`src/rtl/ifq_pkg.sv`:
```
`timescale 1ns/1ps
package ifq_pkg;

  // Strobes from fetch control to queue storage, applied at the next edge.
  typedef struct packed {
    logic push;   // write the returned word at the tail
    logic pop;    // retire the head word
    logic flush;  // drop everything, has priority over push and pop
  } queueCtl_t;

endpackage

```
`src/rtl/ifq_ctrl.sv`:
```
`timescale 1ns/1ps
module ifq_ctrl
  import ifq_pkg::*;
#(
  parameter int ADDR_W  = 16,
  parameter int DEPTH   = 8,
  parameter int EPOCH_W = 2,
  localparam int CNT_W  = $clog2(DEPTH + 1)
) (
  input  logic               clk,
  input  logic               rstN,
  input  logic [ADDR_W-1:0]  resetVector,
  input  logic               redirectValid,
  input  logic [ADDR_W-1:0]  redirectTarget,
  input  logic               instrPop,
  input  logic               memRspValid,
  input  logic [EPOCH_W-1:0] memRspTag,
  input  logic [CNT_W-1:0]   count,
  input  logic               notEmpty,
  output queueCtl_t          ctl,
  output logic               memReqValid,
  output logic [ADDR_W-1:0]  memReqAddr,
  output logic [EPOCH_W-1:0] memReqTag,
  output logic [ADDR_W-1:0]  pushAddr
);

  localparam int SUM_W = CNT_W + 1;
  localparam logic [SUM_W-1:0] DEPTH_S = SUM_W'(DEPTH);

  logic [ADDR_W-1:0]  fetchAddr;
  logic [ADDR_W-1:0]  pushAddrQ;
  logic [EPOCH_W-1:0] epoch;
  logic [CNT_W-1:0]   inFlight;
  logic [SUM_W-1:0]   committed;
  logic               issue;
  logic               rspLive;

  // Slots already spoken for: words held plus words still on their way.
  assign committed = {1'b0, count} + {1'b0, inFlight};
  assign issue     = rstN && !redirectValid && (committed < DEPTH_S);

  // A response is only kept if it belongs to the current stream.
  assign rspLive   = memRspValid && (memRspTag == epoch) && !redirectValid;

  always_comb begin
    ctl       = '0;
    ctl.flush = redirectValid;
    ctl.push  = rspLive;
    ctl.pop   = instrPop && notEmpty && !redirectValid;
  end

  assign memReqValid = issue;
  assign memReqAddr  = fetchAddr;
  assign memReqTag   = epoch;
  assign pushAddr    = pushAddrQ;

  always_ff @(posedge clk) begin
    if (!rstN) begin
      fetchAddr <= resetVector;
      pushAddrQ <= resetVector;
      epoch     <= '0;
    end else if (redirectValid) begin
      fetchAddr <= redirectTarget;
      pushAddrQ <= redirectTarget;
      epoch     <= epoch + 1'b1;
    end else begin
      if (issue)   fetchAddr <= fetchAddr + 1'b1;
      if (rspLive) pushAddrQ <= pushAddrQ + 1'b1;
    end
  end

  // Outstanding requests, stale ones included, until their data returns.
  always_ff @(posedge clk) begin
    if (!rstN) begin
      inFlight <= '0;
    end else begin
      unique case ({issue, memRspValid})
        2'b10:   inFlight <= inFlight + 1'b1;
        2'b01:   inFlight <= inFlight - 1'b1;
        default: inFlight <= inFlight;
      endcase
    end
  end

  AST_NO_OVERFLOW: assert property (@(posedge clk) disable iff (!rstN)
    committed <= DEPTH_S);

  AST_NO_ISSUE_ON_REDIRECT: assert property (@(posedge clk) disable iff (!rstN)
    redirectValid |-> !memReqValid);

  AST_TARGET_FIRST: assert property (@(posedge clk) disable iff (!rstN)
    ($past(redirectValid) && memReqValid) |-> (memReqAddr == $past(redirectTarget)));

  AST_EPOCH_STEP: assert property (@(posedge clk) disable iff (!rstN)
    redirectValid |=> (memReqTag == EPOCH_W'($past(memReqTag) + 1'b1)));

endmodule

```
`src/rtl/ifq_store.sv`:
```
`timescale 1ns/1ps
module ifq_store
  import ifq_pkg::*;
#(
  parameter int ADDR_W = 16,
  parameter int DATA_W = 32,
  parameter int DEPTH  = 8,
  localparam int CNT_W = $clog2(DEPTH + 1)
) (
  input  logic              clk,
  input  logic              rstN,
  input  queueCtl_t         ctl,
  input  logic [ADDR_W-1:0] wrAddr,
  input  logic [DATA_W-1:0] wrData,
  output logic [ADDR_W-1:0] headAddr,
  output logic [DATA_W-1:0] headData,
  output logic [CNT_W-1:0]  count,
  output logic              notEmpty
);

  localparam int PTR_W = (DEPTH > 1) ? $clog2(DEPTH) : 1;
  localparam logic [PTR_W-1:0] LAST = PTR_W'(DEPTH - 1);

  logic [ADDR_W-1:0] addrMem [DEPTH];
  logic [DATA_W-1:0] dataMem [DEPTH];
  logic [PTR_W-1:0]  wrPtr;
  logic [PTR_W-1:0]  rdPtr;
  logic              doPush;
  logic              doPop;

  assign doPush = ctl.push && !ctl.flush;
  assign doPop  = ctl.pop  && !ctl.flush;

  function automatic logic [PTR_W-1:0] stepPtr(input logic [PTR_W-1:0] p);
    return (p == LAST) ? '0 : p + 1'b1;
  endfunction

  // One storage slot per entry, written only when the tail points at it.
  for (genvar e = 0; e < DEPTH; e++) begin : g_slot
    always_ff @(posedge clk) begin
      if (doPush && (wrPtr == PTR_W'(e))) begin
        addrMem[e] <= wrAddr;
        dataMem[e] <= wrData;
      end
    end
  end

  always_ff @(posedge clk) begin
    if (!rstN || ctl.flush) begin
      wrPtr <= '0;
      rdPtr <= '0;
      count <= '0;
    end else begin
      if (doPush) wrPtr <= stepPtr(wrPtr);
      if (doPop)  rdPtr <= stepPtr(rdPtr);
      unique case ({doPush, doPop})
        2'b10:   count <= count + 1'b1;
        2'b01:   count <= count - 1'b1;
        default: count <= count;
      endcase
    end
  end

  assign notEmpty = (count != '0);
  assign headAddr = addrMem[rdPtr];
  assign headData = dataMem[rdPtr];

  AST_FLUSH_EMPTY: assert property (@(posedge clk) disable iff (!rstN)
    ctl.flush |=> !notEmpty);

  AST_NO_SPURIOUS_PUSH: assert property (@(posedge clk) disable iff (!rstN)
    !ctl.push |=> (count <= $past(count)));

endmodule

```
`src/rtl/ifq_fetch_ahead.sv`:
```
`timescale 1ns/1ps
module ifq_fetch_ahead
  import ifq_pkg::*;
#(
  parameter int ADDR_W  = 16,
  parameter int DATA_W  = 32,
  parameter int DEPTH   = 8,
  parameter int EPOCH_W = 2
) (
  input  logic               clk,
  input  logic               rstN,
  input  logic [ADDR_W-1:0]  resetVector,
  input  logic               redirectValid,
  input  logic [ADDR_W-1:0]  redirectTarget,
  output logic               memReqValid,
  output logic [ADDR_W-1:0]  memReqAddr,
  output logic [EPOCH_W-1:0] memReqTag,
  input  logic               memRspValid,
  input  logic [DATA_W-1:0]  memRspData,
  input  logic [EPOCH_W-1:0] memRspTag,
  output logic               instrValid,
  output logic [ADDR_W-1:0]  instrAddr,
  output logic [DATA_W-1:0]  instrData,
  input  logic               instrPop
);

  localparam int CNT_W = $clog2(DEPTH + 1);

  queueCtl_t         ctl;
  logic [CNT_W-1:0]  count;
  logic              notEmpty;
  logic [ADDR_W-1:0] pushAddr;

  ifq_ctrl #(
    .ADDR_W  (ADDR_W),
    .DEPTH   (DEPTH),
    .EPOCH_W (EPOCH_W)
  ) ctrl_i (
    .clk            (clk),
    .rstN           (rstN),
    .resetVector    (resetVector),
    .redirectValid  (redirectValid),
    .redirectTarget (redirectTarget),
    .instrPop       (instrPop),
    .memRspValid    (memRspValid),
    .memRspTag      (memRspTag),
    .count          (count),
    .notEmpty       (notEmpty),
    .ctl            (ctl),
    .memReqValid    (memReqValid),
    .memReqAddr     (memReqAddr),
    .memReqTag      (memReqTag),
    .pushAddr       (pushAddr)
  );

  ifq_store #(
    .ADDR_W (ADDR_W),
    .DATA_W (DATA_W),
    .DEPTH  (DEPTH)
  ) store_i (
    .clk      (clk),
    .rstN     (rstN),
    .ctl      (ctl),
    .wrAddr   (pushAddr),
    .wrData   (memRspData),
    .headAddr (instrAddr),
    .headData (instrData),
    .count    (count),
    .notEmpty (notEmpty)
  );

  assign instrValid = notEmpty;

  AST_EMPTY_AFTER_REDIRECT: assert property (@(posedge clk) disable iff (!rstN)
    redirectValid |=> !instrValid);

endmodule

```
`config.mk`:
```
export PLATFORM = sky130hd
export DESIGN_NAME = ifq_fetch_ahead
export DESIGN_NICKNAME = d
export VERILOG_FILES = /design/src/rtl/ifq_pkg.sv /design/src/rtl/ifq_ctrl.sv /design/src/rtl/ifq_store.sv /design/src/rtl/ifq_fetch_ahead.sv
export SDC_FILE = /design/constraint.sdc
export NUM_CORES = 1
export LEC_CHECK = 0
export BUFFER_PORTS_ARGS = -buffer_cell sky130_fd_sc_hd__clkbuf_2
export CAP_MARGIN = 20
export CORE_ASPECT_RATIO = 0.5
export CORE_MARGIN = 1.5
export CORE_UTILIZATION = 63
export DETAILED_ROUTE_END_ITERATION = 10
export PLACE_DENSITY = 0.83
export SETUP_SLACK_MARGIN = 0.05
export SLEW_MARGIN = 15
export SYNTH_ARGS = -nofsm -noshare
export SYNTH_HDL_FRONTEND = slang
export SYNTH_SLANG_ARGS = --single-unit
export TNS_END_PERCENT = 100
```
`constraint.sdc`:
```
create_clock -name clk -period 5.7 [get_ports clk]
set_clock_uncertainty 0.05 [all_clocks]
set_input_delay 0 -clock clk [delete_from_list [all_inputs] [get_ports clk]]
set_output_delay 0 -clock clk [all_outputs]
set_load 0.02 [all_outputs]
```
==> impl_table.tex, run 1 <==
\begin{tabular}{lr}
\hline
Metric & Value \\
\hline
\multicolumn{2}{l}{\textbf{Routing}} \\
\quad Ratio of routed vias to standard cells & just over 6 \\
\quad Router iterations before antenna repair & 5 \\
\quad Routed length per placed instance & roughly 25 um \\
\quad Wirelength, routed & around 37000 um \\
\quad Final ANT Viol Nets & 0 \\
\quad Number of vias in the routed layout & 9351 \\
\quad DR DRC count & 0 \\
\quad Number of DRC violations after detailed-routing iteration 0 & 874 \\
\multicolumn{2}{l}{\textbf{Worst setup path}} \\
\quad Endpoint of the worst register-to-register path & ctrl\_i.inFlight[2] \\
\quad Worst EP arrival & 3.10 ns \\
\quad Critical path fanouts, max & between 50 and 60 \\
\quad Worst path slowest cell & dfxtp\_4 \\
\quad Endpoint required time on the critical path & about 5.7 ns \\
\quad Largest incremental delay on the critical path & roughly 0.96 ns \\
\quad Top delay family on crit path & flip-flops \\
\quad Cell count of the worst reg-to-reg path & 11 \\
\quad Worst setup path class & register to output pin \\
\quad Element type at the critical path start & register \\
\quad Worst path buffer plus inverter count & 2 \\
\quad Minimum setup slack among reg-to-reg paths & between 2 and 3 ns \\
\quad CP Capture Type & output pin \\
\quad Cell Chain, Critical Path & buf\_12, mux4\_1, mux2\_4, clkbuf\_2 \\
\quad Beginning of the worst register-to-register path & ctrl\_i.inFlight[1] \\
\multicolumn{2}{l}{\textbf{Floorplanning}} \\
\quad Die width & 240.5 um \\
\quad Total I/O pin count & between 100 and 150 \\
\quad Core region area & $\sim$0.028 mm\^{}2 \\
\quad Full die area & $\sim$0.03 mm\^{}2 \\
\quad Floorplan row count & 43 \\
\quad Initial Utilization & 0.6412 \\
\quad Die Y-Extent & around 120 um \\
\multicolumn{2}{l}{\textbf{Global routing}} \\
\quad Global routing usage summed across all routing layers & 0.2645 \\
\quad Aggregate global routing overflow & 0 \\
\quad Global-route wire length before repair & 56630 um \\
\quad Initial antenna violation count & 0 \\
\quad Pin count of the biggest net entering global routing & between 60 and 70 \\
\quad Via count of the first global-routing pass & 9745 \\
\multicolumn{2}{l}{\textbf{Placement}} \\
\quad Post-placement worst setup slack & roughly 2.9 ns \\
\quad I/O Buffers & 138 \\
\quad HPWL reported at the end of detailed placement & between 15000 and 20000 um \\
\quad RePlAce Congestion & $\sim$0.89 \\
\multicolumn{2}{l}{\textbf{Min path}} \\
\quad Worst hold path startpoint & memRspValid \\
\quad Cell depth of the worst min-delay path & 4 \\
\quad Class of the most critical hold timing path & input pin to register \\
\quad Worst hold path endpoint & ctrl\_i.inFlight[0] \\
\multicolumn{2}{l}{\textbf{Clock tree}} \\
\quad Clock latency on the worst-skew pair & $\sim$0.53 ns \\
\quad TritonCTS clock tree & yes \\
\quad CTS Hold Buffers Added & 80 \\
\quad Htree depth & 2 \\
\quad TritonCTS Buffers & 37 \\
\quad Clock-pin slew of the registers on the worst-case setup and hold paths & $\sim$0.07 ns \\
\quad Worst-case clock buffer depth & 3 \\
\quad Post-CTS repair timing setup buffer count & 0 \\
\quad Post-cts resize count & 0 \\
\quad CTS Sinks & roughly 440 \\
\quad Cell at the root of the clock tree & clkbuf\_16 \\
\multicolumn{2}{l}{\textbf{Pwr}} \\
\quad Leakage power total & 6.981 nW \\
\quad Total power density per cell area & 312.9 mW/mm\^{}2 \\
\quad Worst IR Drop VDD & 0.2122 mV \\
\multicolumn{2}{l}{\textbf{STA}} \\
\quad Max-slew headroom at the worst pin & 0.3002 \\
\quad Final period util & 0.5526 \\
\quad Final number of max-transition violations & 0 \\
\quad Setup\_tns & 0 ns \\
\quad Fin. Hold Viols & 0 \\
\quad Transition time at the pin with the least slew margin & about 1.0 ns \\
\quad Top achievable clock speed & between 300 and 400 MHz \\
\quad Min cycle time layout & $\sim$3.1 ns \\
\quad Setup repair after global routing missed its margin & no \\
\quad Worst setup margin & 2.550 ns \\
\quad Final setup vio count & 0 \\
\multicolumn{2}{l}{\textbf{Synth}} \\
\quad Number of enable flip-flop cells after synthesis & $\sim$420 \\
\quad Commonest cells in the synthesized netlist & edfxtp\_1 (416), mux4\_2 (73), mux2\_4 (40) \\
\quad Synthesized netlist net count & about 970 \\
\quad Top-area cell type share of the netlist area & 0.7031 \\
\quad Mean instance size in the synthesized netlist & 20.14 um\^{}2 \\
\quad Synth area leader & edfxtp\_1 \\
\quad Most frequently used flop master after synthesis & edfxtp\_1 \\
\quad Sequential share of the synthesized area & 0.7245 \\
\quad Share of synthesized flip-flops with an asynchronous set or reset & 0 \\
\quad FF+latch count, synth & 435 \\
\quad Library cells used by synthesis & 56 \\
\quad Instance count of the mapped netlist & just under 900 \\
\quad Netlist area before placement & 0.01777 mm\^{}2 \\
\quad Yosys warning count & 0 \\
\quad Top-count cell post-synth & edfxtp\_1 \\
\quad Ranking of synthesized cells by area & edfxtp\_1 (70\%), mux4\_2 (9.3\%), mux4\_1 (3.4\%) \\
\multicolumn{2}{l}{\textbf{Final layout}} \\
\quad Total Nets Final & 1198 \\
\quad Antenna Diode Count & 0 \\
\quad Area growth from synthesis to layout & 16.76\% \\
\quad Fraction of final layout cells with drive strength greater than 1 & 0.2998 \\
\multicolumn{2}{l}{\textbf{Run status}} \\
\quad Status & completed \\
\multicolumn{2}{l}{\textbf{Job}} \\
\quad Total of max-cap violations & 0 \\
\hline
\end{tabular}
-- how the worst max path moves through the flow --
| stage | endpoint | start | depth (start not counted) |
|---|---|---|---|
| 6_report | instrAddr[5] | register | 4 |
| 5_1_grt | instrAddr[5] | register | 4 |
| 4_1_cts | instrAddr[5] | register | 4 |
| 3_5_place_dp | store_i.dataMem[6][6] | redirectValid | 5 |
| 3_3_place_gp | store_i.dataMem[6][9] | redirectValid | 5 |
| 2_1_floorplan | store_i.addrMem[4][0] | ctrl_i.memReqTag[0] | 5 |
-- flip-flops by register name, summed over array words and instances (netlist names), named ones only --
register	count
ctrl_i.memReqTag	2
ctrl_i.pushAddr	16
ctrl_i.inFlight	4
store_i.count	4
store_i.dataMem	256
store_i.wrPtr	3
ctrl_i.memReqAddr	16
store_i.rdPtr	3
store_i.addrMem	128
-- report_power, final --
part | internal [mW] | total [mW] | switching, mW
Clock | 1.35 | 2.47 | 1.12
Combinational | 0.165 | 0.360 | 0.195
Sequential | 3.57 | 3.66 | 0.0851
-- layout make-up --
cell class | instances | area, um^2
Timing Repair Buffer | 228 | 1579
Fill cell | 1538 | 6963
Clock buffer | 44 | 952.2
Inverter | 17 | 63.81
Multi-Input combinational cell | 388 | 4571
Tap cell | 382 | 478.0
Sequential cell | 435 | 12880
Clock inverter | 22 | 217.7
-- kinds of logic after synthesis --
kind of cell	Yosys count	synth area share
buffers and inverters	59	0.01880
AO/OA/AOI/OAI	76	0.02641
XOR/XNOR	26	0.01282
flip-flops	435	0.7245
adder cells (fa/ha/maj)	20	0.01451
multiplexers	151	0.1695
AND/OR/NAND/NOR	115	0.03345
-- worst register-to-register path, delay by kind of cell, from the launching register on --
kind                       cells  cell delay (ns)
adders and majority gates      3             0.77
and+or+nand+nor                3             0.64
AOI/OAI and AO/OA              3             0.51
DFF                            1             0.44
xor gates and xnor gates       2             0.29
-- layer usage --
metal  up-vias  part of all wire  GRT usage
li1       4086                 -          -
met1      4800              0.40     0.3627
met2       417              0.52     0.4559
met3        48             0.062    0.04011
met4         0             0.017    0.06447
met5         -                 0          0
-- metrics by stage --
step,hold slack [ns],utilization,std cells,total power [mW],area [um^2]
finish,0.03657,0.7487,1516,6.490,20740
global route,0.09595,0.7487,1516,6.683,20740
CTS,0.01429,0.7487,1516,6.513,20740
detailed placement,0.2251,0.6776,1370,4.027,18770
global placement,0.2189,0.6776,1370,4.009,18770
floorplan,0.04887,-,882,3.892,17770
-- placed cells by master (no fill, tap or decap), types with 7 or more instances in the layout --
master         count
a22oi_1            7
clkbuf_16         37
dlygate4sd3_1     80
nand2_1           24
nor4_1             9
buf_4              9
clkbuf_1           7
a21oi_1           12
nor3_1             9
mux4_1            23
o21ai_1           13
dfxtp_1           16
inv_1             16
mux2_4            40
nor2_1            28
o21ai_0           18
xnor2_1           17
mux4_2            73
clkbuf_2         138
xor2_1             9
nand3_1            9
mux2_2            10
edfxtp_1         416
ha_1              19
(Power assumes the default switching activity.)
==> run 2: changes to the inputs <==
- CORE_UTILIZATION: 63 -> 60
- PLACE_DENSITY: 0.83 -> 0.8
- clock period: 5.7 -> 3 ns (I/O delays scaled with it)
==> run 2 against run 1 <==
- worst hold slack better by 0.088 ns
- sequential share of layout area is 0.43 points lower
- sequential power is 90% higher
- non-clock buffer count is 9 higher
- via count is 0.79% lower
- critical path type unchanged
- worst setup slack worse by 2.3 ns
- count of clock-buffer cells in the layout is 6 higher
==> impl_table.tex, run 2 (same netlist as run 1, synthesis figures left out) <==
\begin{tabular}{lr}
\hline
Metric & Value \\
\hline
\multicolumn{2}{l}{\textbf{STA}} \\
\quad Transition time at the pin with the least slew margin & about 1.1 ns \\
\quad Final period util & 0.9066 \\
\quad Setup repair after global routing missed its margin & no \\
\quad Final number of max-transition violations & 0 \\
\quad Min cycle time layout & 2.720 ns \\
\quad Final setup vio count & 0 \\
\quad Setup\_tns & 0 ns \\
\quad Max-slew headroom at the worst pin & 0.2898 \\
\quad Fin. Hold Viols & 0 \\
\quad Top achievable clock speed & 367.7 MHz \\
\multicolumn{2}{l}{\textbf{Pwr}} \\
\quad Proportion of power drawn by flip-flops and latches & 0.576 \\
\quad Internal power & about 9.5 mW \\
\quad Switching Fraction & 0.2145 \\
\quad Combinational group share of total power & 0.057 \\
\quad Leakage power total & 7.017 nW \\
\quad Power share of the clock group & 0.367 \\
\quad Worst IR Drop VDD & approximately 0.31 mV \\
\quad Total power density per cell area & $\sim$580 mW/mm\^{}2 \\
\quad Net switching power of the design & 2.588 mW \\
\multicolumn{2}{l}{\textbf{Worst setup path}} \\
\quad Top delay family on crit path & multiplexers \\
\quad Cell count of the worst reg-to-reg path & 11 \\
\quad Worst path buffer plus inverter count & 2 \\
\quad Element type at the critical path start & register \\
\quad Endpoint of the worst register-to-register path & ctrl\_i.inFlight[2] \\
\quad Worst setup path class & register to output pin \\
\quad Worst EP arrival & about 2.7 ns \\
\quad Endpoint required time on the critical path & approximately 3 ns \\
\quad Beginning of the worst register-to-register path & store\_i.count[1] \\
\quad Worst path slowest cell & dfxtp\_4 \\
\quad Largest incremental delay on the critical path & $\sim$0.70 ns \\
\quad Cell Chain, Critical Path & buf\_12, mux4\_1, mux2\_4, clkbuf\_2 \\
\quad Critical path fanouts, max & 31 \\
\quad Minimum setup slack among reg-to-reg paths & about 0.33 ns \\
\quad CP Capture Type & output pin \\
\multicolumn{2}{l}{\textbf{Routing}} \\
\quad Routed length per placed instance & 23.94 um \\
\quad Router iterations before antenna repair & 5 \\
\quad Number of DRC violations after detailed-routing iteration 0 & about 700 \\
\quad Number of vias in the routed layout & approximately 9000 \\
\quad Final ANT Viol Nets & 0 \\
\quad Ratio of routed vias to standard cells & approximately 6 \\
\quad DR DRC count & 0 \\
\quad Wirelength, routed & 36650 um \\
\multicolumn{2}{l}{\textbf{Min path}} \\
\quad Worst hold path startpoint & redirectValid \\
\quad Worst hold path endpoint & ctrl\_i.memReqTag[0] \\
\quad Cell depth of the worst min-delay path & 3 \\
\quad Class of the most critical hold timing path & input pin to register \\
\multicolumn{2}{l}{\textbf{Global routing}} \\
\quad Routing usage on met3 & 0.04137 \\
\quad Initial antenna violation count & 0 \\
\quad Global route hottest layer & met2 \\
\quad Met2 GRT Util & 0.4255 \\
\quad Global routing usage summed across all routing layers & 0.2463 \\
\quad Via count of the first global-routing pass & between 9000 and 10000 \\
\quad Global-route wire length before repair & approximately 56000 um \\
\quad Grt met1 use & 0.3313 \\
\quad Pin count of the biggest net entering global routing & 49 \\
\quad Aggregate global routing overflow & 0 \\
\multicolumn{2}{l}{\textbf{Final layout}} \\
\quad Total Nets Final & roughly 1200 \\
\quad Fraction of final layout cells with drive strength greater than 1 & 0.3009 \\
\quad Antenna Diode Count & 0 \\
\quad Commonest cells after routing, fill and taps aside & edfxtp\_1 (416), clkbuf\_2 (138), dlygate4sd3\_1 (78), mux4\_2 (73), mux2\_4 (40) \\
\quad Largest register by flop count & store\_i.dataMem \\
\quad Most frequent standard cell in the layout excluding fill and tap cells & edfxtp\_1 \\
\quad Area growth from synthesis to layout & 17.58\% \\
\quad Largest registers & store\_i.dataMem x256, store\_i.addrMem x128 \\
\quad Number of non-filler instances in the completed layout & approximately 1500 \\
\quad Max reg flops & 256 \\
\multicolumn{2}{l}{\textbf{Floorplanning}} \\
\quad Die width & around 250 um \\
\quad Die Y-Extent & between 100 and 150 um \\
\quad Total I/O pin count & approximately 140 \\
\quad Initial Utilization & 0.6112 \\
\quad Full die area & 0.03072 mm\^{}2 \\
\quad Floorplan row count & 44 \\
\quad Core region area & a little under 0.03 mm\^{}2 \\
\multicolumn{2}{l}{\textbf{Placement}} \\
\quad I/O Buffers & $\sim$140 \\
\quad Post-placement cell count & about 1400 \\
\quad RePlAce Congestion & about 0.84 \\
\quad HPWL reported at the end of detailed placement & $\sim$20000 um \\
\multicolumn{2}{l}{\textbf{Clock tree}} \\
\quad TritonCTS Buffers & 37 \\
\quad Worst-case clock buffer depth & 3 \\
\quad Post-CTS repair timing setup buffer count & 0 \\
\quad CTS Sinks & 435 \\
\quad Clock latency on the worst-skew pair & around 0.54 ns \\
\quad Cell at the root of the clock tree & clkbuf\_16 \\
\quad Htree depth & 2 \\
\quad TritonCTS clock tree & yes \\
\quad Clock-pin slew of the registers on the worst-case setup and hold paths & 0.06 ns \\
\multicolumn{2}{l}{\textbf{Run status}} \\
\quad Status & completed \\
\multicolumn{2}{l}{\textbf{Job}} \\
\quad Total of max-cap violations & 0 \\
\hline
\end{tabular}
-- run 2: worst max-delay path by stage --
| stage | cells after the start | slack, ns | endpoint | from |
|---|---|---|---|---|
| 3_5_place_dp | 11 | 0.27 | ctrl_i.inFlight[2] | ctrl_i.inFlight[1] |
| 3_3_place_gp | 11 | 0.40 | ctrl_i.inFlight[2] | ctrl_i.inFlight[1] |
| 4_1_cts | 4 | 0.23 | instrAddr[5] | register |
| 2_1_floorplan | 5 | 0.08 | store_i.addrMem[4][0] | ctrl_i.memReqTag[0] |
| 5_1_grt | 4 | 0.13 | instrData[25] | register |
| 6_report | 4 | 0.28 | instrData[25] | register |
-- run 2: layout make-up --
type | instances | area (um^2)
multi-input combinational | 388 | 4571
clock buffer | 50 | 974.7
clock inverter | 13 | 90.09
inverter | 17 | 63.81
fill | 1692 | 8178
sequential | 435 | 12880
timing repair buffer | 237 | 1817
tap | 391 | 489.2
-- run 2: metrics by stage --
stage,hold slack (ns),worst slack (ns),instance area [um^2],util,total power [mW]
4_1_cts,0.06263,0.2313,20890,0.7186,12.12
5_1_grt,0.1433,0.1323,20890,0.7187,12.43
2_1_floorplan,0.04887,0.08097,17770,-,7.394
3_3_place_gp,0.2174,0.3958,19040,0.6551,7.625
6_report,0.1246,0.2803,20890,0.7187,12.07
3_5_place_dp,0.2326,0.2685,19040,0.6551,7.665
-- run 2: timing repair --
| action | CTS | global route |
|---|---|---|
| gates resized for setup | 0 | 2 |
| endpoints found under the setup margin | 0 | 1 |
| hold endpoints to repair | 297 | 0 |
| hold buffers | 78 | 0 |
-- run 2: worst reg2reg max path, cell delays in order (launching register included) --
cell	delay [ns]
dfxtp_1	0.41
ha_1	0.25
and3_1	0.16
o21ai_1	0.16
nand3_1	0.17
ha_1	0.32
xor2_1	0.17
ha_1	0.19
a21oi_1	0.14
xor2_1	0.09
or3_1	0.32
a21oi_1	0.17
-- run 2: power groups by stage --
stage / Sequential [mW] / Clock, mW / Combinational (mW)
2_1_floorplan: 7.07 / 0 / 0.326
3_3_place_gp: 7.06 / 0 / 0.562
3_5_place_dp: 7.08 / 0 / 0.586
4_1_cts: 6.95 / 4.49 / 0.684
5_1_grt: 6.97 / 4.71 / 0.749
6_report: 6.95 / 4.43 / 0.691
-- run 2: layer usage --
metal	vias up	part of all wire
li1	4100	-
met1	4821	0.41
met2	321	0.53
met3	35	0.050
met4	0	0.013
met5	-	0
